==> config.mk <==
export PLATFORM = sky130hd
export DESIGN_NAME = wdt_watchdog
export DESIGN_NICKNAME = d
export VERILOG_FILES = /design/src/rtl/wdt_pkg.sv /design/src/rtl/wdt_regfile.sv /design/src/rtl/wdt_countdown.sv /design/src/rtl/wdt_pulse_gen.sv /design/src/rtl/wdt_watchdog.sv
export SDC_FILE = /design/constraint.sdc
export NUM_CORES = 1
export LEC_CHECK = 0
export ABC_AREA = 1
export BUFFER_PORTS_ARGS = -buffer_cell sky130_fd_sc_hd__buf_4
export CAP_MARGIN = 0
export CORE_ASPECT_RATIO = 0.5
export CORE_UTILIZATION = 57
export DETAILED_ROUTE_END_ITERATION = 10
export GPL_ROUTABILITY_DRIVEN = 0
export PLACE_DENSITY = 0.86
export SYNTH_ARGS = -nofsm -noshare
export SYNTH_HDL_FRONTEND = slang
export SYNTH_SLANG_ARGS = --single-unit
==> constraint.sdc <==
create_clock -name clk -period 3.2 [get_ports clk]
set_clock_uncertainty 0.15 [all_clocks]
set_input_delay 0.96 -clock clk [delete_from_list [all_inputs] [get_ports clk]]
set_output_delay 0.96 -clock clk [all_outputs]
set_load 0.01 [all_outputs]
==> src/rtl/wdt_pkg.sv <==
package wdt_pkg;
  localparam int unsigned OFS_CTRL  = 'h00;
  localparam int unsigned OFS_RANGE = 'h04;
  localparam int unsigned OFS_COUNT = 'h08;
  localparam int unsigned OFS_KICK  = 'h0C;
  localparam int unsigned OFS_ISTAT = 'h10;
  localparam int unsigned OFS_ICLR  = 'h14;

  localparam logic [7:0] KICK_KEY = 8'h76;
  localparam int unsigned PLEN_RST = 2;

  typedef enum logic {STG_WARN, STG_BITE} stage_t;
endpackage

==> src/rtl/wdt_regfile.sv <==
module wdt_regfile
  import wdt_pkg::*;
#(
  parameter int ADDR_W = 8,
  parameter int DATA_W = 32,
  parameter int TSEL_W = 4,
  parameter int PLEN_W = 3,
  parameter int CNT_W  = 24
) (
  input  logic              clk,
  input  logic              rst_n,
  input  logic              bus_rd,
  input  logic              bus_wr,
  input  logic [ADDR_W-1:0] bus_addr,
  input  logic [DATA_W-1:0] bus_wdata,
  output logic [DATA_W-1:0] bus_rdata,
  output logic              en_o,
  output logic              mode_o,
  output logic [PLEN_W-1:0] plen_o,
  output logic [TSEL_W-1:0] run_sel_o,
  output logic [TSEL_W-1:0] init_sel_o,
  output logic              en_rise_o,
  output logic              kick_o,
  output logic              iclr_o,
  input  logic [CNT_W-1:0]  cnt_i,
  input  logic              istat_i
);
  localparam int INIT_LSB = (TSEL_W > 4) ? TSEL_W : 4;

  logic              en_q, mode_q;
  logic [PLEN_W-1:0] plen_q;
  logic [TSEL_W-1:0] run_q, init_q;
  logic [DATA_W-1:0] rd_mux, rdata_q;

  logic wr_ctrl, wr_range, wr_kick;
  assign wr_ctrl  = bus_wr && (bus_addr == ADDR_W'(OFS_CTRL));
  assign wr_range = bus_wr && (bus_addr == ADDR_W'(OFS_RANGE));
  assign wr_kick  = bus_wr && (bus_addr == ADDR_W'(OFS_KICK));

  // Named events for the counter and the assertions
  assign en_rise_o = wr_ctrl && bus_wdata[0] && !en_q;
  assign kick_o    = wr_kick && (bus_wdata[7:0] == KICK_KEY) && en_q;
  assign iclr_o    = bus_rd && (bus_addr == ADDR_W'(OFS_ICLR));

  logic unused_wdata;
  assign unused_wdata = ^bus_wdata;

  always_ff @(posedge clk or negedge rst_n) begin
    if (!rst_n) begin
      en_q   <= 1'b0;
      mode_q <= 1'b0;
      plen_q <= PLEN_W'(PLEN_RST);
      run_q  <= '0;
      init_q <= '0;
    end else begin
      if (wr_ctrl) begin
        en_q   <= en_q | bus_wdata[0];
        mode_q <= bus_wdata[1];
        plen_q <= bus_wdata[2 +: PLEN_W];
      end
      if (wr_range) begin
        run_q  <= bus_wdata[0 +: TSEL_W];
        init_q <= bus_wdata[INIT_LSB +: TSEL_W];
      end
    end
  end

  always_comb begin
    rd_mux = '0;
    case (bus_addr)
      ADDR_W'(OFS_CTRL): begin
        rd_mux[0]            = en_q;
        rd_mux[1]            = mode_q;
        rd_mux[2 +: PLEN_W]  = plen_q;
      end
      ADDR_W'(OFS_RANGE): begin
        rd_mux[0 +: TSEL_W]        = run_q;
        rd_mux[INIT_LSB +: TSEL_W] = init_q;
      end
      ADDR_W'(OFS_COUNT): rd_mux = DATA_W'(cnt_i);
      ADDR_W'(OFS_ISTAT): rd_mux[0] = istat_i;
      ADDR_W'(OFS_ICLR):  rd_mux[0] = istat_i;
      default:            rd_mux = '0;
    endcase
  end

  always_ff @(posedge clk or negedge rst_n) begin
    if (!rst_n)      rdata_q <= '0;
    else if (bus_rd) rdata_q <= rd_mux;
  end

  assign bus_rdata  = rdata_q;
  assign en_o       = en_q;
  assign mode_o     = mode_q;
  assign plen_o     = plen_q;
  assign run_sel_o  = run_q;
  assign init_sel_o = init_q;

  AST_EN_STICKY: assert property (@(posedge clk) disable iff (!rst_n) en_q |=> en_q);
  AST_READ_LATCH: assert property (@(posedge clk) disable iff (!rst_n)
    !bus_rd |=> $stable(bus_rdata));
endmodule

==> src/rtl/wdt_countdown.sv <==
module wdt_countdown
  import wdt_pkg::*;
#(
  parameter int TSEL_W   = 4,
  parameter int BASE_EXP = 8,
  parameter int CNT_W    = 24
) (
  input  logic              clk,
  input  logic              rst_n,
  input  logic              en_i,
  input  logic              mode_i,
  input  logic [TSEL_W-1:0] run_sel_i,
  input  logic [TSEL_W-1:0] init_sel_i,
  input  logic              en_rise_i,
  input  logic              kick_i,
  input  logic              iclr_i,
  output logic [CNT_W-1:0]  cnt_o,
  output logic              istat_o,
  output logic              expire_o,
  output logic              bite_o
);
  function automatic logic [CNT_W-1:0] reload_for(input logic [TSEL_W-1:0] sel);
    return (CNT_W'(1) << (BASE_EXP + int'(sel))) - CNT_W'(1);
  endfunction

  logic [CNT_W-1:0] cnt_q;
  stage_t           stage_q;
  logic             istat_q;
  logic             warn;

  // A key write in the same cycle wins over an expiry
  assign expire_o = en_i && (cnt_q == '0) && !kick_i;
  assign bite_o   = expire_o && (!mode_i || (stage_q == STG_BITE));
  assign warn     = expire_o && mode_i && (stage_q == STG_WARN);

  always_ff @(posedge clk or negedge rst_n) begin
    if (!rst_n) begin
      cnt_q <= '0;
    end else if (en_rise_i) begin
      cnt_q <= reload_for(init_sel_i);
    end else if (kick_i || expire_o) begin
      cnt_q <= reload_for(run_sel_i);
    end else if (en_i) begin
      cnt_q <= cnt_q - CNT_W'(1);
    end
  end

  always_ff @(posedge clk or negedge rst_n) begin
    if (!rst_n) begin
      stage_q <= STG_WARN;
      istat_q <= 1'b0;
    end else begin
      if (kick_i)      stage_q <= STG_WARN;
      else if (warn)   stage_q <= STG_BITE;
      else if (bite_o) stage_q <= STG_WARN;
      if (warn)        istat_q <= 1'b1;
      else if (iclr_i) istat_q <= 1'b0;
    end
  end

  assign cnt_o   = cnt_q;
  assign istat_o = istat_q;

  AST_CNT_DOWN: assert property (@(posedge clk) disable iff (!rst_n)
    (en_i && !kick_i && !en_rise_i && cnt_q != '0) |=> (cnt_q == $past(cnt_q) - CNT_W'(1)));
  AST_HOLD_OFF: assert property (@(posedge clk) disable iff (!rst_n)
    (!en_i && !en_rise_i) |=> $stable(cnt_q));
  AST_KICK_RELOAD: assert property (@(posedge clk) disable iff (!rst_n)
    kick_i |=> (cnt_q == reload_for($past(run_sel_i))));
  AST_EXPIRY_RELOAD: assert property (@(posedge clk) disable iff (!rst_n)
    expire_o |=> (cnt_q == reload_for($past(run_sel_i))));
  AST_IRQ_FROM_WARN: assert property (@(posedge clk) disable iff (!rst_n)
    $rose(istat_q) |-> $past(expire_o && mode_i));
endmodule

==> src/rtl/wdt_pulse_gen.sv <==
module wdt_pulse_gen #(
  parameter int PLEN_W = 3,
  parameter int PCNT_W = 9
) (
  input  logic              clk,
  input  logic              rst_n,
  input  logic              start_i,
  input  logic [PLEN_W-1:0] plen_i,
  output logic              pulse_o
);
  function automatic logic [PCNT_W-1:0] pulse_cycles(input logic [PLEN_W-1:0] code);
    return PCNT_W'(1) << (int'(code) + 1);
  endfunction

  logic              active_q;
  logic [PCNT_W-1:0] left_q;

  always_ff @(posedge clk or negedge rst_n) begin
    if (!rst_n) begin
      active_q <= 1'b0;
      left_q   <= '0;
    end else if (start_i) begin
      active_q <= 1'b1;
      left_q   <= pulse_cycles(plen_i) - PCNT_W'(1);
    end else if (active_q) begin
      if (left_q == '0) active_q <= 1'b0;
      else              left_q   <= left_q - PCNT_W'(1);
    end
  end

  assign pulse_o = active_q;

  AST_PULSE_ORIGIN: assert property (@(posedge clk) disable iff (!rst_n)
    $rose(pulse_o) |-> $past(start_i));
  AST_PULSE_RUNS: assert property (@(posedge clk) disable iff (!rst_n)
    (active_q && left_q != '0) |=> active_q);
  AST_PULSE_ENDS: assert property (@(posedge clk) disable iff (!rst_n)
    (active_q && left_q == '0 && !start_i) |=> !active_q);
endmodule

==> src/rtl/wdt_watchdog.sv <==
module wdt_watchdog #(
  parameter int ADDR_W   = 8,
  parameter int DATA_W   = 32,
  parameter int TSEL_W   = 4,
  parameter int PLEN_W   = 3,
  parameter int BASE_EXP = 8
) (
  input  logic              clk,
  input  logic              rst_n,
  input  logic              bus_rd,
  input  logic              bus_wr,
  input  logic [ADDR_W-1:0] bus_addr,
  input  logic [DATA_W-1:0] bus_wdata,
  output logic [DATA_W-1:0] bus_rdata,
  output logic              irq_o,
  output logic              rst_pulse_o
);
  localparam int CNT_W  = BASE_EXP + (1 << TSEL_W);
  localparam int PCNT_W = (1 << PLEN_W) + 1;

  logic              en, mode, en_rise, kick, iclr, istat, expire, bite;
  logic [PLEN_W-1:0] plen;
  logic [TSEL_W-1:0] run_sel, init_sel;
  logic [CNT_W-1:0]  cnt;

  wdt_regfile #(
    .ADDR_W(ADDR_W), .DATA_W(DATA_W), .TSEL_W(TSEL_W), .PLEN_W(PLEN_W), .CNT_W(CNT_W)
  ) i_regs (
    .clk(clk), .rst_n(rst_n), .bus_rd(bus_rd), .bus_wr(bus_wr),
    .bus_addr(bus_addr), .bus_wdata(bus_wdata), .bus_rdata(bus_rdata),
    .en_o(en), .mode_o(mode), .plen_o(plen), .run_sel_o(run_sel),
    .init_sel_o(init_sel), .en_rise_o(en_rise), .kick_o(kick), .iclr_o(iclr),
    .cnt_i(cnt), .istat_i(istat)
  );

  wdt_countdown #(
    .TSEL_W(TSEL_W), .BASE_EXP(BASE_EXP), .CNT_W(CNT_W)
  ) i_count (
    .clk(clk), .rst_n(rst_n), .en_i(en), .mode_i(mode), .run_sel_i(run_sel),
    .init_sel_i(init_sel), .en_rise_i(en_rise), .kick_i(kick), .iclr_i(iclr),
    .cnt_o(cnt), .istat_o(istat), .expire_o(expire), .bite_o(bite)
  );

  wdt_pulse_gen #(
    .PLEN_W(PLEN_W), .PCNT_W(PCNT_W)
  ) i_pulse (
    .clk(clk), .rst_n(rst_n), .start_i(bite), .plen_i(plen), .pulse_o(rst_pulse_o)
  );

  assign irq_o = istat;

  AST_DIRECT_NO_IRQ: assert property (@(posedge clk) disable iff (!rst_n)
    (expire && !mode) |=> $stable(irq_o));
  AST_BITE_PULSES: assert property (@(posedge clk) disable iff (!rst_n)
    bite |=> rst_pulse_o);
endmodule

# Yosys cells after proc, flatten, opt, wreduce, memory -nomap -nowiden
# Cells that the tools add are included.
[totals]
output_inout_bits = 34
inputBits = 44
romBits = 0
wordCells = 76
regBits = 81
ramBits = 0
latch_bits = 0
n_memories = 0
[classes]
reduce_logical = 27
div = 0
mul = 0
shifts = 3
bitwise = 2
magnitude_cmp = 0
n_mux = 18
n_addsub = 8
eq_ne = 7
[ops]
columns = ["operator", "n"]
rows = [
  ["$mux W24", 3],
  ["$shl A1 B32 Y24 const A", 2],
  ["$sub A24 B2 Y24 const B", 2],
  ["$shl A1 B32 Y9 const A", 1],
  ["$mux W9", 3],
  ["$logic_not A24 Y1", 1],
  ["$sub A24 B1 Y24 const B", 1],
  ["$sub A9 B1 Y9 const B", 2],
  ["$eq A8 B4 Y1 const B", 2],
  ["$eq A8 B5 Y1 const B", 2],
  ["$mux W16", 1],
  ["$logic_and A1 B1 Y1", 13],
  ["$pmux W4 S3", 1],
  ["$add A4 B4 Y5 const A", 2],
  ["$logic_not A9 Y1", 1],
  ["$eq A8 B3 Y1 const B", 1],
  ["$eq A8 B7 Y1 const B", 1],
  ["$logic_not A8 Y1", 1],
  ["$mux W1", 8],
  ["$pmux W3 S2", 1],
  ["$reduce_bool A3 Y1", 2],
  ["$add A3 B1 Y4 const B", 1],
  ["$pmux W1 S4", 1],
  ["$reduce_bool A2 Y1", 2],
  ["7 further kinds", 10],
]

# Logic depth before layout (Yosys ltp)
[logic_depth]
word_depth = 10
ltp_mapped = 20
ltp_nobuf = 20

# Hierarchy
# Synthesis repeated with hierarchy kept, for this count alone.
[unflattened]
cells_unflattened = 684
area_unflattened_um2 = 4749.6
[by_module_without_submodules]
columns = ["module", "n_inst", "cells_per_inst", "area_per_inst_um2", "seq_area_each_um2"]
rows = [
  ["wdt_countdown", 1, 352, 2168.3, 650.6],
  ["wdt_regfile", 1, 222, 1815.5, 927.1],
  ["wdt_pulse_gen", 1, 110, 765.7, 250.2],
]

# Least setup slack after synthesis
# Ideal clock, no wire load.
[synth_timing]
path_type = "in2reg"
start = "input bus_addr[5]"
end = "register i_pulse.left_q[8]"
arrival_time_ns = 2.376
setup_time_ns = 0.116
path_stages = 15
path_buffers = 0
setup_slack_ns = 0.558
t_required_ns = 2.934
path_cell_list = "nor2_1 -> nand3_2 -> clkinv_2 -> nand3_1 -> nand3_1 -> nand2_1 -> o21ai_1 -> inv_1 -> ha_1 -> nand2_2 -> nor2_2 -> nand3_1 -> nand2_1 -> nand2_1 -> nand2_1"
[synth_between]
elab_chain_len = 9
word_cells_on_any_way = 11
cone_classes = "eq/ne (2); mux (1); reduce/logical (8)"
[synth_rtl]
columns = ["element", "line", "text"]
rows = [
  ["start: declaration", "wdt_watchdog.sv:12", "input logic [ADDR_W-1:0] bus_addr,"],
  ["$eq A8 B4 Y1 *", "wdt_regfile.sv:38", "assign wr_kick = bus_wr && (bus_addr == ADDR_W'(OFS_KICK));"],
  ["$logic_and A1 B1 Y1 *", "wdt_regfile.sv:38", ""],
  ["$logic_and A1 B1 Y1 * (2 in series)", "wdt_regfile.sv:42", "assign kick_o = wr_kick && (bus_wdata[7:0] == KICK_KEY) && en_q;"],
  ["$logic_not A1 Y1 *", "wdt_countdown.sv:32", "assign expire_o = en_i && (cnt_q == '0) && !kick_i;"],
  ["$logic_and A1 B1 Y1 *", "wdt_countdown.sv:32", ""],
  ["$logic_and A1 B1 Y1 *", "wdt_countdown.sv:33", "assign bite_o = expire_o && (!mode_i || (stage_q == STG_BITE));"],
  ["$ne A2 B2 Y1 (no source line) or $reduce_bool A2 Y1 (tied branches)", "n/a", ""],
  ["$reduce_and A2 Y1 (no source line)", "n/a", ""],
  ["end signal: assignment", "wdt_pulse_gen.sv:24", "left_q <= pulse_cycles(plen_i) - PCNT_W'(1);"],
  ["end signal: assignment", "wdt_pulse_gen.sv:27", "else left_q <= left_q - PCNT_W'(1);"],
  ["end: declaration", "wdt_pulse_gen.sv:16", "logic [PCNT_W-1:0] left_q;"],
]
# Every way passes the cells marked *; elsewhere a longest branch is shown, timed or not.
# A chain may end at the register's enable or synchronous reset.

# Final worst setup path
[layout_timing]
start = "register i_count.cnt_q[0] (netlist: i_count.cnt_o[0])"
end = "register i_pulse.left_q[8]"
[layout_between]
elab_chain_len = 6
word_cells_on_any_way = 8
cone_classes = "eq/ne (1); mux (1); reduce/logical (6)"
[layout_rtl]
columns = ["element", "line", "text"]
rows = [
  ["start: declaration", "wdt_countdown.sv:26", "logic [CNT_W-1:0] cnt_q;"],
  ["start signal: assignment", "wdt_countdown.sv:40", "cnt_q <= reload_for(init_sel_i);"],
  ["start signal: assignment", "wdt_countdown.sv:42", "cnt_q <= reload_for(run_sel_i);"],
  ["start signal: assignment", "wdt_countdown.sv:44", "cnt_q <= cnt_q - CNT_W'(1);"],
  ["$logic_not A24 Y1 *", "wdt_countdown.sv:32", ""],
  ["$logic_and A1 B1 Y1 * (2 in series)", "wdt_countdown.sv:32", ""],
  ["$logic_and A1 B1 Y1 *", "wdt_countdown.sv:33", ""],
  ["$ne A2 B2 Y1 (no source line) or $reduce_bool A2 Y1 (tied branches)", "n/a", ""],
  ["$reduce_and A2 Y1 (no source line)", "n/a", ""],
]
# Marks and branches as above.

==> flow_metrics.tcl <==
set metrics [dict create \
    status "complete, no violations" \
    wl_per_cell_um 16.5 \
    dp_hpwl_um 9120 \
    slew_headroom_pct 39.5 \
    drc 0 \
    p_leak_nw 2.60 \
    antenna_found_initial 0 \
    antennaDiodeCount 0 \
    timing.final.crit_share_pct 84.2 \
    syn_avg_cell_area_um2 7.53 \
    hold_depth 2 \
    hp-start "i_pulse.left_q[5]$_DFFE_PN0P_" \
    timing.critical_path.mode_cell "nand2_1" \
    setup_ws_ns 0.505 \
    setup_tns_ns 0 \
    clk_latency_ns 0.34 \
    cap_violations 0 \
    setup_violations 0 \
    first_global_vias 4301 \
    hold_class "flip-flop to flip-flop" \
    yosys_warnings 0 \
    wirelength_um 12700 \
    grt-ovfl-total 0 \
    synth.distinct_cells 47 \
    powerDensity_nw_per_um2 427 \
    crit_type "flip-flop to flip-flop" \
    final_cells 770 \
    drt-initial-drc-count 692 \
    grt_pass1_wl_um 20500 \
    rr_worst_depth 20 \
    initial_core_util_pct 60.8 \
    place_inst 754 \
    grt_max_degree 74 \
    fin_nets 706 \
    slowest_delay_ns 0.40 \
    htreeDepth 3 \
    clock-root-buffer "clkbuf_16" \
    cts_sinks 73 \
    fp.dieW_um 129 \
    cp_max_fo 5 \
    cts_tree "built" \
    dp_slack_ns 0.180 \
    synthCells 609 \
    critPathTopFamily "simple AND/OR/NAND/NOR gates" \
    core_um2 7540 \
    fmax_mhz 371 \
    slowest_stage "dfrtp_1" \
    path_cells "inv_1 > ha_1 > inv_1 > nor2_1 > nand2_1 > nor2_1 > nand3_1 > clkinv_1 > nand3_1 > nand2_1 > o21ai_1 > inv_1 > ha_1 > nand2_2 > nor2_2 > nand2_1 > nand2_1 > nand2_1 > nand2_1 > nand2_1" \
    ys_ff_latch 73 \
    r2r_end "i_pulse.left_q[8]$_DFFE_PN0P_" \
    rows 22 \
    dr_total_vias 4616 \
    rsz0062_at_grt "no" \
    netlist_area_um2 4590 \
    clkTransAtPathRegs_ns 0.06 \
    vdd_ir_drop_max_mv 0.282 \
    worstPathRequired_ns 3.28 \
    drtPass1Iterations 9 \
    min_to "i_pulse.left_q[5]$_DFFE_PN0P_" \
    cts_setup_buffers 0 \
    startpoint_type "flip-flop" \
    ctsResizeCount 0 \
    cp.arrival_ns 2.78 \
    rrSetupSlack_ns 0.51 \
    slew_violations 0 \
    die_y_um 65.4 \
    cts_buffer_depth 2 \
    worstSetupEndpointType "flip-flop" \
    die_area_um2 8430 \
    io_buffers 45 \
    layout-drive-gt1-share_pct 17.5 \
    nFillCells 608 \
    gr-usage-all-layers_pct 32.2 \
    drtAntennaViolNets 0 \
    avgViaCountPerCell 5.99 \
    cts_buffers 9 \
    syn2layout_area_growth_pct 16.2 \
    power_w 0.00227 \
    hold_viol 0 \
    num_io_pins 78 \
    path_buf_inv 4 \
    tightest_slew_ns 0.907 \
    finish.utilization_pct 70.7 \
    synth_seq_area_share_pct 39.9 \
    postCtsHoldBufs 0 \
    timing.rr.start "i_count.cnt_o[0]$_DFFE_PN0P_" \
    post-route-min-period_ns 2.69 \
]
cell families (layout without fill, tap and decap cells):
family	Yosys count	after routing	share of synthesized area, %
compound gates	130	130	16.8
buf+inv	102	148	9.47
simple gates	293	293	31.5
other cells	1	8	0.0818
flops	73	73	39.9
fa+ha+maj	5	5	1.36
xor+xnor	5	5	0.955
cells in the mapped netlist (all sizes together):
| master | n | area (um^2) |
|---|---|---|
| nand2 | 139 | 567 |
| inv | 77 | 289 |
| nor2 | 75 | 380 |
| dfrtp | 72 | 1800 |
| o21ai | 47 | 235 |
| nand3 | 44 | 268 |
| a21oi | 37 | 189 |
| nand4 | 21 | 131 |
| buf | 15 | 106 |
| o31ai | 13 | 97.6 |
| o22ai | 10 | 68.8 |
| a31oi | 8 | 50.1 |
| clkbuf | 6 | 22.5 |
| ha | 5 | 62.6 |
| nor3 | 5 | 25.0 |
| nor4 | 5 | 46.3 |
| xor2 | 5 | 43.8 |
| a22oi | 4 | 30.0 |
| clkinv | 4 | 16.3 |
| o211ai | 3 | 22.5 |
| a221oi | 2 | 23.8 |
| nand3b | 2 | 15.0 |
| o221ai | 2 | 17.5 |
| and3 | 1 | 6.26 |
| conb | 1 | 3.75 |
| dfstp | 1 | 26.3 |
| o21a | 1 | 7.51 |
| o311ai | 1 | 8.76 |
| o32ai | 1 | 8.76 |
| o41ai | 1 | 8.76 |
| or2 | 1 | 6.26 |
worst min-delay path: stages, from the launching register on:
cell	delay, ns
dfrtp_1	0.34
nand2_1	0.05
nand2_1	0.05
worst max-delay path by stage:
stage / from / endpoint / depth (start not counted)
finish: i_count.cnt_o[0]$_DFFE_PN0P_ / i_pulse.left_q[8]$_DFFE_PN0P_ / 20
CTS: bus_addr[5] / i_pulse.left_q[8]$_DFFE_PN0P_ / 16
global placement: bus_addr[5] / i_pulse.left_q[8]$_DFFE_PN0P_ / 16
global route: i_count.cnt_o[0]$_DFFE_PN0P_ / i_pulse.left_q[8]$_DFFE_PN0P_ / 20
floorplan: bus_addr[5] / i_pulse.left_q[8]$_DFFE_PN0P_ / 15
detailed placement: bus_addr[5] / i_pulse.left_q[8]$_DFFE_PN0P_ / 16
layer usage:
metal,vias to the layer above,track usage [%],share of wire (%)
li1,2132,-,-
met1,2125,40.3,39
met2,291,52.9,46
met3,68,7.17,11
met4,0,17.1,4.1
met5,-,0,0
final cells by class:
type	count	area, um^2	share of cell area [%]
inverter	81	305	5.73
tap	108	135	2.54
multi-input combinational	441	2350	44.1
timing repair buffer	51	383	7.18
clock buffer	10	239	4.48
sequential	73	1830	34.3
clock inverter	6	90.1	1.69
through the flow:
step	instance area (um^2)	hold WS (ns)
3_3_place_gp	5000	0.315
3_5_place_dp	5000	0.316
2_1_floorplan	4610	0.297
6_report	5330	0.328
4_1_cts	5330	0.331
5_1_grt	5330	0.361
sequential cells by signal, summed over array words and instances, names as in the netlist:
signal / count
i_pulse.left_q: 9
i_regs.mode_o: 1
i_regs.run_sel_o: 4
i_regs.en_o: 1
i_regs.bus_rdata: 24
i_count.cnt_o: 24
i_pulse.pulse_o: 1
i_regs.plen_o: 3
i_count.stage_q: 1
i_count.istat_o: 1
i_regs.init_sel_o: 4
where the power goes:
group | internal [W] | leakage, nW | switching (W) | total [W]
registers | 0.000950 | 0.916 | 0.0000351 | 0.000985
clock network | 0.000706 | 0.159 | 0.000401 | 0.00111
logic | 0.0000551 | 1.53 | 0.000128 | 0.000183
cells in the final DEF, fill, tap and decap left out, types with 13 or more instances in the layout:
| cell type | synthesis | final |
|---|---|---|
| a21oi_1 | 36 | 36 |
| buf_4 | 10 | 51 |
| dfrtp_1 | 72 | 72 |
| inv_1 | 70 | 70 |
| nand2_1 | 125 | 125 |
| nand3_1 | 39 | 39 |
| nand4_1 | 21 | 21 |
| nor2_1 | 58 | 58 |
| o21ai_0 | 41 | 41 |
| o31ai_1 | 13 | 13 |
Power figures use the tool's default switching activity.
